`config.mk`:
```
export PLATFORM = sky130hd
export DESIGN_NAME = binexp_engine
export DESIGN_NICKNAME = d
export VERILOG_FILES = /design/src/rtl/binexp_pkg.sv /design/src/rtl/binexp_mulmod.sv /design/src/rtl/binexp_dp.sv /design/src/rtl/binexp_ctrl.sv /design/src/rtl/binexp_engine.sv
export SDC_FILE = /design/constraint.sdc
export NUM_CORES = 1
export LEC_CHECK = 0
export BUFFER_PORTS_ARGS = -buffer_cell sky130_fd_sc_hd__buf_2
export CORE_ASPECT_RATIO = 0.5
export CORE_MARGIN = 2
export CORE_UTILIZATION = 55
export CTS_CLUSTER_DIAMETER = 50
export DETAILED_ROUTE_END_ITERATION = 8
export PLACE_DENSITY = 0.84
export SETUP_SLACK_MARGIN = 0.1
export SLEW_MARGIN = 5
export SYNTH_ARGS = -nofsm -noshare
export SYNTH_HDL_FRONTEND = slang
export SYNTH_HIERARCHICAL = 1
export SYNTH_SLANG_ARGS = --single-unit
```
`constraint.sdc`:
```
create_clock -name clk -period 9.85 [get_ports clk]
set_clock_uncertainty 0.2 [all_clocks]
set_input_delay 0.4925 -clock clk [delete_from_list [all_inputs] [get_ports clk]]
set_output_delay 0.4925 -clock clk [all_outputs]
set_load 0.01 [all_outputs]
```
`src/rtl/binexp_pkg.sv`:
```
package binexp_pkg;

  typedef struct packed {
    logic capture;   // sample operands
    logic accInit;   // acc <= top exponent bit ? base : 1
    logic accZero;   // acc <= 0 (degenerate modulus)
    logic mulGo;     // launch a modular product
    logic mulBase;   // 1: acc*base, 0: acc*acc
    logic accTake;   // acc <= finished product
    logic expShift;  // move to next exponent bit
    logic outLatch;  // copy acc to result
  } dpCtl_t;

  typedef enum logic [2:0] {
    S_IDLE, S_SQ, S_SQW, S_MU, S_MUW, S_FIN
  } engState_t;

endpackage

```
`src/rtl/binexp_mulmod.sv`:
```
module binexp_mulmod #(
  parameter int K = 16
) (
  input  logic         clk,
  input  logic         rst,
  input  logic         go,
  input  logic [K-1:0] opA,
  input  logic [K-1:0] opB,
  input  logic [K-1:0] modN,
  output logic         fin,
  output logic [K-1:0] prodNext
);
  localparam int CW = (K > 2) ? $clog2(K) : 1;
  localparam int WW = K + 2;

  logic [K-1:0]  partial, aReg, bReg;
  logic [CW-1:0] bitCnt;
  logic          running;
  logic [WW-1:0] shifted, once, twice, nWide;

  always_comb begin
    nWide   = {2'b00, modN};
    shifted = {1'b0, partial, 1'b0} + (bReg[K-1] ? {2'b00, aReg} : '0);
    once    = (shifted >= nWide) ? shifted - nWide : shifted;
    twice   = (once >= nWide) ? once - nWide : once;
    prodNext = twice[K-1:0];
  end

  assign fin = running && (bitCnt == '0);

  always_ff @(posedge clk) begin
    if (rst) begin
      partial <= '0;
      aReg    <= '0;
      bReg    <= '0;
      bitCnt  <= '0;
      running <= 1'b0;
    end else if (go) begin
      partial <= '0;
      aReg    <= opA;
      bReg    <= opB;
      bitCnt  <= CW'(K - 1);
      running <= 1'b1;
    end else if (running) begin
      partial <= prodNext;
      bReg    <= bReg << 1;
      if (bitCnt == '0) running <= 1'b0;
      else              bitCnt  <= bitCnt - 1'b1;
    end
  end
endmodule

```
`src/rtl/binexp_dp.sv`:
```
module binexp_dp
  import binexp_pkg::*;
#(
  parameter int K = 16
) (
  input  logic         clk,
  input  logic         rst,
  input  dpCtl_t       ctl,
  input  logic [K-1:0] baseIn,
  input  logic [K-1:0] expIn,
  input  logic [K-1:0] modIn,
  output logic         modZeroIn,
  output logic         modOneIn,
  output logic         curBit,
  output logic         mulDone,
  output logic [K-1:0] result,
  output logic [K-1:0] modHeld,
  output logic         err
);
  logic [K-1:0] baseReg, expReg, modReg, acc, resReg, prodNext, mulA;
  logic         errReg;

  assign modZeroIn = (modIn == '0);
  assign modOneIn  = (modIn == K'(1));
  assign curBit    = expReg[K-2];
  assign mulA      = ctl.mulBase ? baseReg : acc;
  assign result    = resReg;
  assign modHeld   = modReg;
  assign err       = errReg;

  binexp_mulmod #(.K(K)) u_mm (
    .clk(clk), .rst(rst), .go(ctl.mulGo),
    .opA(mulA), .opB(acc), .modN(modReg),
    .fin(mulDone), .prodNext(prodNext)
  );

  always_ff @(posedge clk) begin
    if (rst) begin
      baseReg <= '0;
      expReg  <= '0;
      modReg  <= '0;
      acc     <= '0;
      resReg  <= '0;
      errReg  <= 1'b0;
    end else begin
      if (ctl.capture) begin
        baseReg <= baseIn;
        expReg  <= expIn;
        modReg  <= modIn;
        errReg  <= modZeroIn;
      end
      if (ctl.accZero)       acc <= '0;
      else if (ctl.accInit)  acc <= expIn[K-1] ? baseIn : K'(1);
      else if (ctl.accTake)  acc <= prodNext;
      if (ctl.expShift) expReg <= expReg << 1;
      if (ctl.outLatch) resReg <= acc;
    end
  end
endmodule

```
`src/rtl/binexp_ctrl.sv`:
```
module binexp_ctrl
  import binexp_pkg::*;
#(
  parameter int K = 16
) (
  input  logic   clk,
  input  logic   rst,
  input  logic   start,
  input  logic   modZeroIn,
  input  logic   modOneIn,
  input  logic   curBit,
  input  logic   mulDone,
  output dpCtl_t ctl,
  output logic   busy,
  output logic   done
);
  localparam int SW = (K > 2) ? $clog2(K) : 1;

  engState_t     state, nextState;
  logic [SW-1:0] stepCnt;
  logic          lastStep, doneReg;

  assign lastStep = (stepCnt == '0);
  assign busy     = (state != S_IDLE);
  assign done     = doneReg;

  always_comb begin
    ctl       = '0;
    nextState = state;
    unique case (state)
      S_IDLE: if (start) begin
        ctl.capture = 1'b1;
        if (modZeroIn || modOneIn) begin
          ctl.accZero = 1'b1;
          nextState   = S_FIN;
        end else begin
          ctl.accInit = 1'b1;
          nextState   = S_SQ;
        end
      end
      S_SQ: begin
        ctl.mulGo = 1'b1;
        nextState = S_SQW;
      end
      S_SQW: if (mulDone) begin
        ctl.accTake = 1'b1;
        if (curBit)        nextState = S_MU;
        else if (lastStep) nextState = S_FIN;
        else begin
          ctl.expShift = 1'b1;
          nextState    = S_SQ;
        end
      end
      S_MU: begin
        ctl.mulGo   = 1'b1;
        ctl.mulBase = 1'b1;
        nextState   = S_MUW;
      end
      S_MUW: if (mulDone) begin
        ctl.accTake = 1'b1;
        if (lastStep) nextState = S_FIN;
        else begin
          ctl.expShift = 1'b1;
          nextState    = S_SQ;
        end
      end
      S_FIN: begin
        ctl.outLatch = 1'b1;
        nextState    = S_IDLE;
      end
      default: nextState = S_IDLE;
    endcase
  end

  always_ff @(posedge clk) begin
    if (rst) begin
      state   <= S_IDLE;
      stepCnt <= '0;
      doneReg <= 1'b0;
    end else begin
      state   <= nextState;
      doneReg <= ctl.outLatch;
      if (ctl.capture)       stepCnt <= SW'(K - 2);
      else if (ctl.expShift) stepCnt <= stepCnt - 1'b1;
    end
  end
endmodule

```
`src/rtl/binexp_engine.sv`:
```
module binexp_engine
  import binexp_pkg::*;
#(
  parameter int K = 16
) (
  input  logic         clk,
  input  logic         rst,
  input  logic         start,
  input  logic [K-1:0] baseIn,
  input  logic [K-1:0] expIn,
  input  logic [K-1:0] modIn,
  output logic         busy,
  output logic         done,
  output logic [K-1:0] result,
  output logic         err
);
  dpCtl_t       ctl;
  logic         modZeroIn, modOneIn, curBit, mulDone;
  logic [K-1:0] modHeld;

  binexp_ctrl #(.K(K)) u_ctrl (
    .clk(clk), .rst(rst), .start(start),
    .modZeroIn(modZeroIn), .modOneIn(modOneIn),
    .curBit(curBit), .mulDone(mulDone),
    .ctl(ctl), .busy(busy), .done(done)
  );

  binexp_dp #(.K(K)) u_dp (
    .clk(clk), .rst(rst), .ctl(ctl),
    .baseIn(baseIn), .expIn(expIn), .modIn(modIn),
    .modZeroIn(modZeroIn), .modOneIn(modOneIn),
    .curBit(curBit), .mulDone(mulDone),
    .result(result), .modHeld(modHeld), .err(err)
  );
endmodule

```
==> report_table.html <==
<table>
<tr><th>Metric</th><th>Value</th></tr>
<tr><th colspan="2">Layout</th></tr>
<tr><td>Layout fillers</td><td>1224</td></tr>
<tr><td>Number of nets in the layout</td><td>1134</td></tr>
<tr><td>Leading cell type in the layout, fill and taps excluded</td><td>sky130_fd_sc_hd__nor2_1</td></tr>
<tr><td>Final antenna diode count</td><td>0</td></tr>
<tr><td>Area growth syn-to-layout</td><td>9.77%</td></tr>
<tr><td>Highest-count cells in the layout ignoring fill and taps</td><td>sky130_fd_sc_hd__nor2_1, sky130_fd_sc_hd__dfxtp_1, sky130_fd_sc_hd__mux2i_1, sky130_fd_sc_hd__buf_2, sky130_fd_sc_hd__a21oi_1</td></tr>
<tr><td>Fraction of final layout cells sized beyond drive strength 1</td><td>0.195</td></tr>
<tr><td>Multi-input gate area</td><td>5630 µm²</td></tr>
<tr><td>FF+latch area</td><td>2820 µm²</td></tr>
<tr><th colspan="2">Clock network</th></tr>
<tr><td>Number of gates resized after CTS</td><td>0</td></tr>
<tr><td>Number of buffers added by the clock tree synthesis step</td><td>17</td></tr>
<tr><td>Postcts setup bufs</td><td>0</td></tr>
<tr><td>TritonCTS clock tree</td><td>done</td></tr>
<tr><td>Number of sinks handled by clock tree synthesis</td><td>141</td></tr>
<tr><td>Clock transition time at the flip-flop clock pins of the worst setup and hold paths</td><td>0.06 ns</td></tr>
<tr><td>Clk root buf</td><td>sky130_fd_sc_hd__clkbuf_16</td></tr>
<tr><td>Number of buffers on the longest clock path</td><td>2</td></tr>
<tr><td>Insertion delay of the later-clocked pin in the worst-skew pair</td><td>0.43 ns</td></tr>
<tr><td>Hold Buf Count CTS</td><td>0</td></tr>
<tr><td>Level count of the clock H-tree</td><td>4</td></tr>
<tr><th colspan="2">Worst setup path</th></tr>
<tr><td>CP Class</td><td>reg2reg</td></tr>
<tr><td>Cell type of the slowest stage on the worst timing path</td><td>sky130_fd_sc_hd__a21oi_2</td></tr>
<tr><td>Critical path peak fanout</td><td>18</td></tr>
<tr><td>Endpoint required time on the critical path</td><td>9.92 ns</td></tr>
<tr><td>Kind of capture point of the worst setup path</td><td>flop</td></tr>
<tr><td>Reg-to-reg critical path endpoint</td><td>u_dp/acc[15]</td></tr>
<tr><td>Worst-case register-to-register setup slack</td><td>1.27 ns</td></tr>
<tr><td>Reg-to-Reg Start</td><td>u_dp/u_mm/bReg[15]</td></tr>
<tr><td>Critical path startpoint category</td><td>flop</td></tr>
<tr><td>Path depth of the worst reg2reg path</td><td>31</td></tr>
<tr><td>Crit path DAT</td><td>8.64 ns</td></tr>
<tr><td>Worst stage delay on the critical path</td><td>0.85 ns</td></tr>
<tr><th colspan="2">Global route</th></tr>
<tr><td>Number of antenna violations at the first check in global routing</td><td>0</td></tr>
<tr><td>Total GRT Usage</td><td>0.269</td></tr>
<tr><td>Global routing met2 resource utilization</td><td>0.433</td></tr>
<tr><td>Busiest layer in global routing</td><td>met2</td></tr>
<tr><td>Total overflow reported by the global router</td><td>0</td></tr>
<tr><td>Routing usage on met1</td><td>0.361</td></tr>
<tr><td>Global-route track usage on met3</td><td>0.0543</td></tr>
<tr><td>Pin count of the biggest net entering global routing</td><td>86</td></tr>
<tr><td>First-pass GRT wire length</td><td>36700 µm</td></tr>
<tr><td>Via count of the first global-routing pass</td><td>7286</td></tr>
<tr><th colspan="2">Power</th></tr>
<tr><td>Leak</td><td>4.32 nW</td></tr>
<tr><td>Post-layout power</td><td>2.76 mW</td></tr>
<tr><td>Power density cells</td><td>280 nW/µm²</td></tr>
<tr><td>IR Drop Worst-Case VDD</td><td>0.173 mV</td></tr>
<tr><th colspan="2">Synth</th></tr>
<tr><td>Area leader, netlist</td><td>sky130_fd_sc_hd__dfxtp_1</td></tr>
<tr><td>Main combinational cell family by area after synthesis</td><td>multiplexers</td></tr>
<tr><td>Ranking of synthesized cells by area</td><td>sky130_fd_sc_hd__dfxtp_1, sky130_fd_sc_hd__mux2i_1, sky130_fd_sc_hd__ha_1</td></tr>
<tr><td>Number of distinct library cells after synthesis</td><td>76</td></tr>
<tr><td>Share of the synthesized area in the top cell type</td><td>0.315</td></tr>
<tr><td>Post-synthesis async set-or-reset flop share</td><td>0</td></tr>
<tr><td>Gate Count Post-Synth</td><td>988</td></tr>
<tr><td>Synth Net Count</td><td>1091</td></tr>
<tr><td>Adder and majority gate portion of the synthesized area</td><td>0.0752</td></tr>
<tr><td>Number of enable flip-flop cells after synthesis</td><td>0</td></tr>
<tr><td>Post-synthesis instance area</td><td>8960 µm²</td></tr>
<tr><td>Average cell area after synthesis</td><td>9.06 µm²</td></tr>
<tr><td>Share of cell area taken by muxes after synthesis</td><td>0.191</td></tr>
<tr><td>Post-synthesis sequential element count</td><td>141</td></tr>
<tr><td>Post-synthesis xor/xnor area fraction</td><td>0.0421</td></tr>
<tr><td>Post-synthesis compound-gate area fraction</td><td>0.150</td></tr>
<tr><td>Number of warnings issued by yosys</td><td>6</td></tr>
<tr><td>Sequential-to-total area share from yosys stat</td><td>0.315</td></tr>
<tr><td>Simple-gate area share of the yosys netlist</td><td>0.169</td></tr>
<tr><td>Main synth FF type</td><td>sky130_fd_sc_hd__dfxtp_1</td></tr>
<tr><th colspan="2">STA</th></tr>
<tr><td>Clock period minus final worst setup slack</td><td>8.58 ns</td></tr>
<tr><td>Final Hold Fails</td><td>0</td></tr>
<tr><td>Total negative slack for setup checks</td><td>0 ns</td></tr>
<tr><td>Final Setup Violations</td><td>0</td></tr>
<tr><td>RSZ-0062 raised after global routing</td><td>no</td></tr>
<tr><td>Slew Limit Headroom</td><td>0.207</td></tr>
<tr><td>Final worst path period share</td><td>0.871</td></tr>
<tr><td>Fmax achieved</td><td>0.117 GHz</td></tr>
<tr><td>Final setup margin</td><td>1.27 ns</td></tr>
<tr><td>Worst Hold Margin</td><td>0.121 ns</td></tr>
<tr><td>Final Slew Violations</td><td>0</td></tr>
<tr><td>Transition time at the pin with the least slew margin</td><td>1.19 ns</td></tr>
<tr><th colspan="2">Min path</th></tr>
<tr><td>Endpoint of the worst hold path</td><td>u_dp/baseReg[11]</td></tr>
<tr><td>Worst Hold Class</td><td>in2reg</td></tr>
<tr><td>Count of cells along the worst hold path</td><td>3</td></tr>
<tr><td>Source of the worst hold timing path</td><td>baseIn[11]</td></tr>
<tr><th colspan="2">Routing</th></tr>
<tr><td>Via count of the routed design</td><td>7479</td></tr>
<tr><td>DR DRC count</td><td>0</td></tr>
<tr><td>Number of nets still failing antenna checks after routing</td><td>0</td></tr>
<tr><td>Drt total wl</td><td>22700 µm</td></tr>
<tr><td>Iteration-0 DRC count of the detailed router</td><td>720</td></tr>
<tr><td>Post-detailed-route wirelength per cell</td><td>18.0 µm</td></tr>
<tr><td>Via density per instance</td><td>5.91</td></tr>
<tr><td>First-pass iteration count of the detailed router</td><td>6</td></tr>
<tr><th colspan="2">Place</th></tr>
<tr><td>Weighted congestion at the end of routability-driven global placement</td><td>0.930</td></tr>
<tr><td>IO Port Bufs</td><td>69</td></tr>
<tr><td>Worst slack after detailed placement</td><td>1.46 ns</td></tr>
<tr><td>Detailed placement HPWL</td><td>16100 µm</td></tr>
<tr><th colspan="2">Floorplanning</th></tr>
<tr><td>Die height</td><td>94.2 µm</td></tr>
<tr><td>Ports placed on the boundary</td><td>70</td></tr>
<tr><td>Die Wd</td><td>184 µm</td></tr>
<tr><td>Number of placement rows</td><td>32</td></tr>
<tr><td>Initial Utilization</td><td>0.572</td></tr>
<tr><td>Total Die Area</td><td>17400 µm²</td></tr>
<tr><td>Core area</td><td>15700 µm²</td></tr>
<tr><th colspan="2">Status</th></tr>
<tr><td>Status</td><td>finished clean</td></tr>
<tr><th colspan="2">Flow run</th></tr>
<tr><td>Max_cap viols</td><td>0</td></tr>
</table>
==> flip-flops by register name (all words and copies together), names as in the netlist <==
| name | flops |
|---|---|
| u_dp/u_mm/partial | 16 |
| u_dp/u_mm/running | 1 |
| u_dp/result | 16 |
| u_dp/expReg | 15 |
| u_dp/acc | 16 |
| u_dp/u_mm/bitCnt | 4 |
| u_dp/u_mm/bReg | 16 |
| u_dp/err | 1 |
| u_dp/modHeld | 16 |
| u_ctrl/state | 3 |
| u_dp/u_mm/aReg | 16 |
| u_ctrl/done | 1 |
| u_ctrl/stepCnt | 4 |
| u_dp/baseReg | 16 |
==> area by class of cell <==
| type | count | share of cell area |
|---|---|---|
| clock buffers | 17 | 0.0433 |
| clock inverters | 15 | 0.0129 |
| inverters | 45 | 0.0172 |
| multi-input cells | 752 | 0.572 |
| flip-flops and latches | 141 | 0.287 |
| well taps | 221 | 0.0281 |
| repair buffers | 74 | 0.0392 |
==> Yosys cell counts (all sizes together) (6+ instances only) <==
| master | n |
|---|---|
| xnor2 | 29 |
| o21bai | 6 |
| o21a | 14 |
| nand4 | 7 |
| ha | 49 |
| a21oi | 62 |
| o211a | 13 |
| nor2b | 24 |
| or2 | 18 |
| nand3 | 10 |
| clkbuf | 16 |
| nand2 | 42 |
| mux2 | 58 |
| a211oi | 37 |
| nor4 | 8 |
| nor3 | 12 |
| buf | 34 |
| o21ai | 15 |
| mux2i | 99 |
| nor2 | 150 |
| inv | 44 |
| xor2 | 14 |
| and2 | 18 |
| dfxtp | 141 |
| a21o | 10 |
==> critical path, delay by kind of cell, from the launching register on <==
kind / cells / cell delay [ns]
mux: 2 / 0.68
flops: 1 / 0.61
simple gates: 9 / 1.39
fa+ha+maj: 5 / 1.34
buf+inv: 2 / 0.19
compound gates: 12 / 3.78
xor+xnor: 1 / 0.23
==> power breakdown <==
| part | internal (mW) | total [mW] | leakage [nW] | switching [mW] |
|---|---|---|---|---|
| sequential | 0.614 | 0.653 | 1.15 | 0.0393 |
| clock | 0.330 | 0.616 | 0.269 | 0.286 |
| combinational | 0.682 | 1.49 | 2.90 | 0.805 |
| total | 1.63 | 2.76 | 4.32 | 1.13 |
==> stage by stage <==
step / instances / cell area (µm²) / utilization
2_1_floorplan: 988 / 8960 / -
3_3_place_gp: 1233 / 9280 / 0.593
3_5_place_dp: 1233 / 9280 / 0.593
4_1_cts: 1265 / 9830 / 0.628
5_1_grt: 1265 / 9830 / 0.628
6_report: 1265 / 9830 / 0.628
==> metal layers <==
layer | routed length [µm] | vias up
li1 | - | 3580
met1 | 10400 | 3553
met2 | 10100 | 305
met3 | 1720 | 41
met4 | 457 | 0
met5 | 0 | -
==> how the worst max path moves through the flow <==
stage,from,endpoint,slack (ns),cells after the start
finish,u_dp/u_mm/bReg[15],u_dp/acc[15],1.27,31
global route,u_dp/u_mm/bReg[15],u_dp/acc[14],0.63,31
CTS,u_dp/u_mm/bReg[15],u_dp/acc[15],1.43,31
detailed placement,u_dp/u_mm/bReg[15],u_dp/acc[15],1.46,31
global placement,u_dp/u_mm/bReg[15],u_dp/acc[14],1.76,29
floorplan,u_dp/u_mm/bReg[15],u_dp/acc[5],2.97,32
==> logic make-up (layout without fill, tap and decap cells) <==
logic type | Yosys count | in the layout
mux | 157 | 157
xor+xnor | 43 | 43
buf+inv | 95 | 151
flops | 141 | 141
fa+ha+maj | 52 | 52
simple gates | 311 | 311
compound gates | 189 | 189
(Power assumes the default switching activity.)
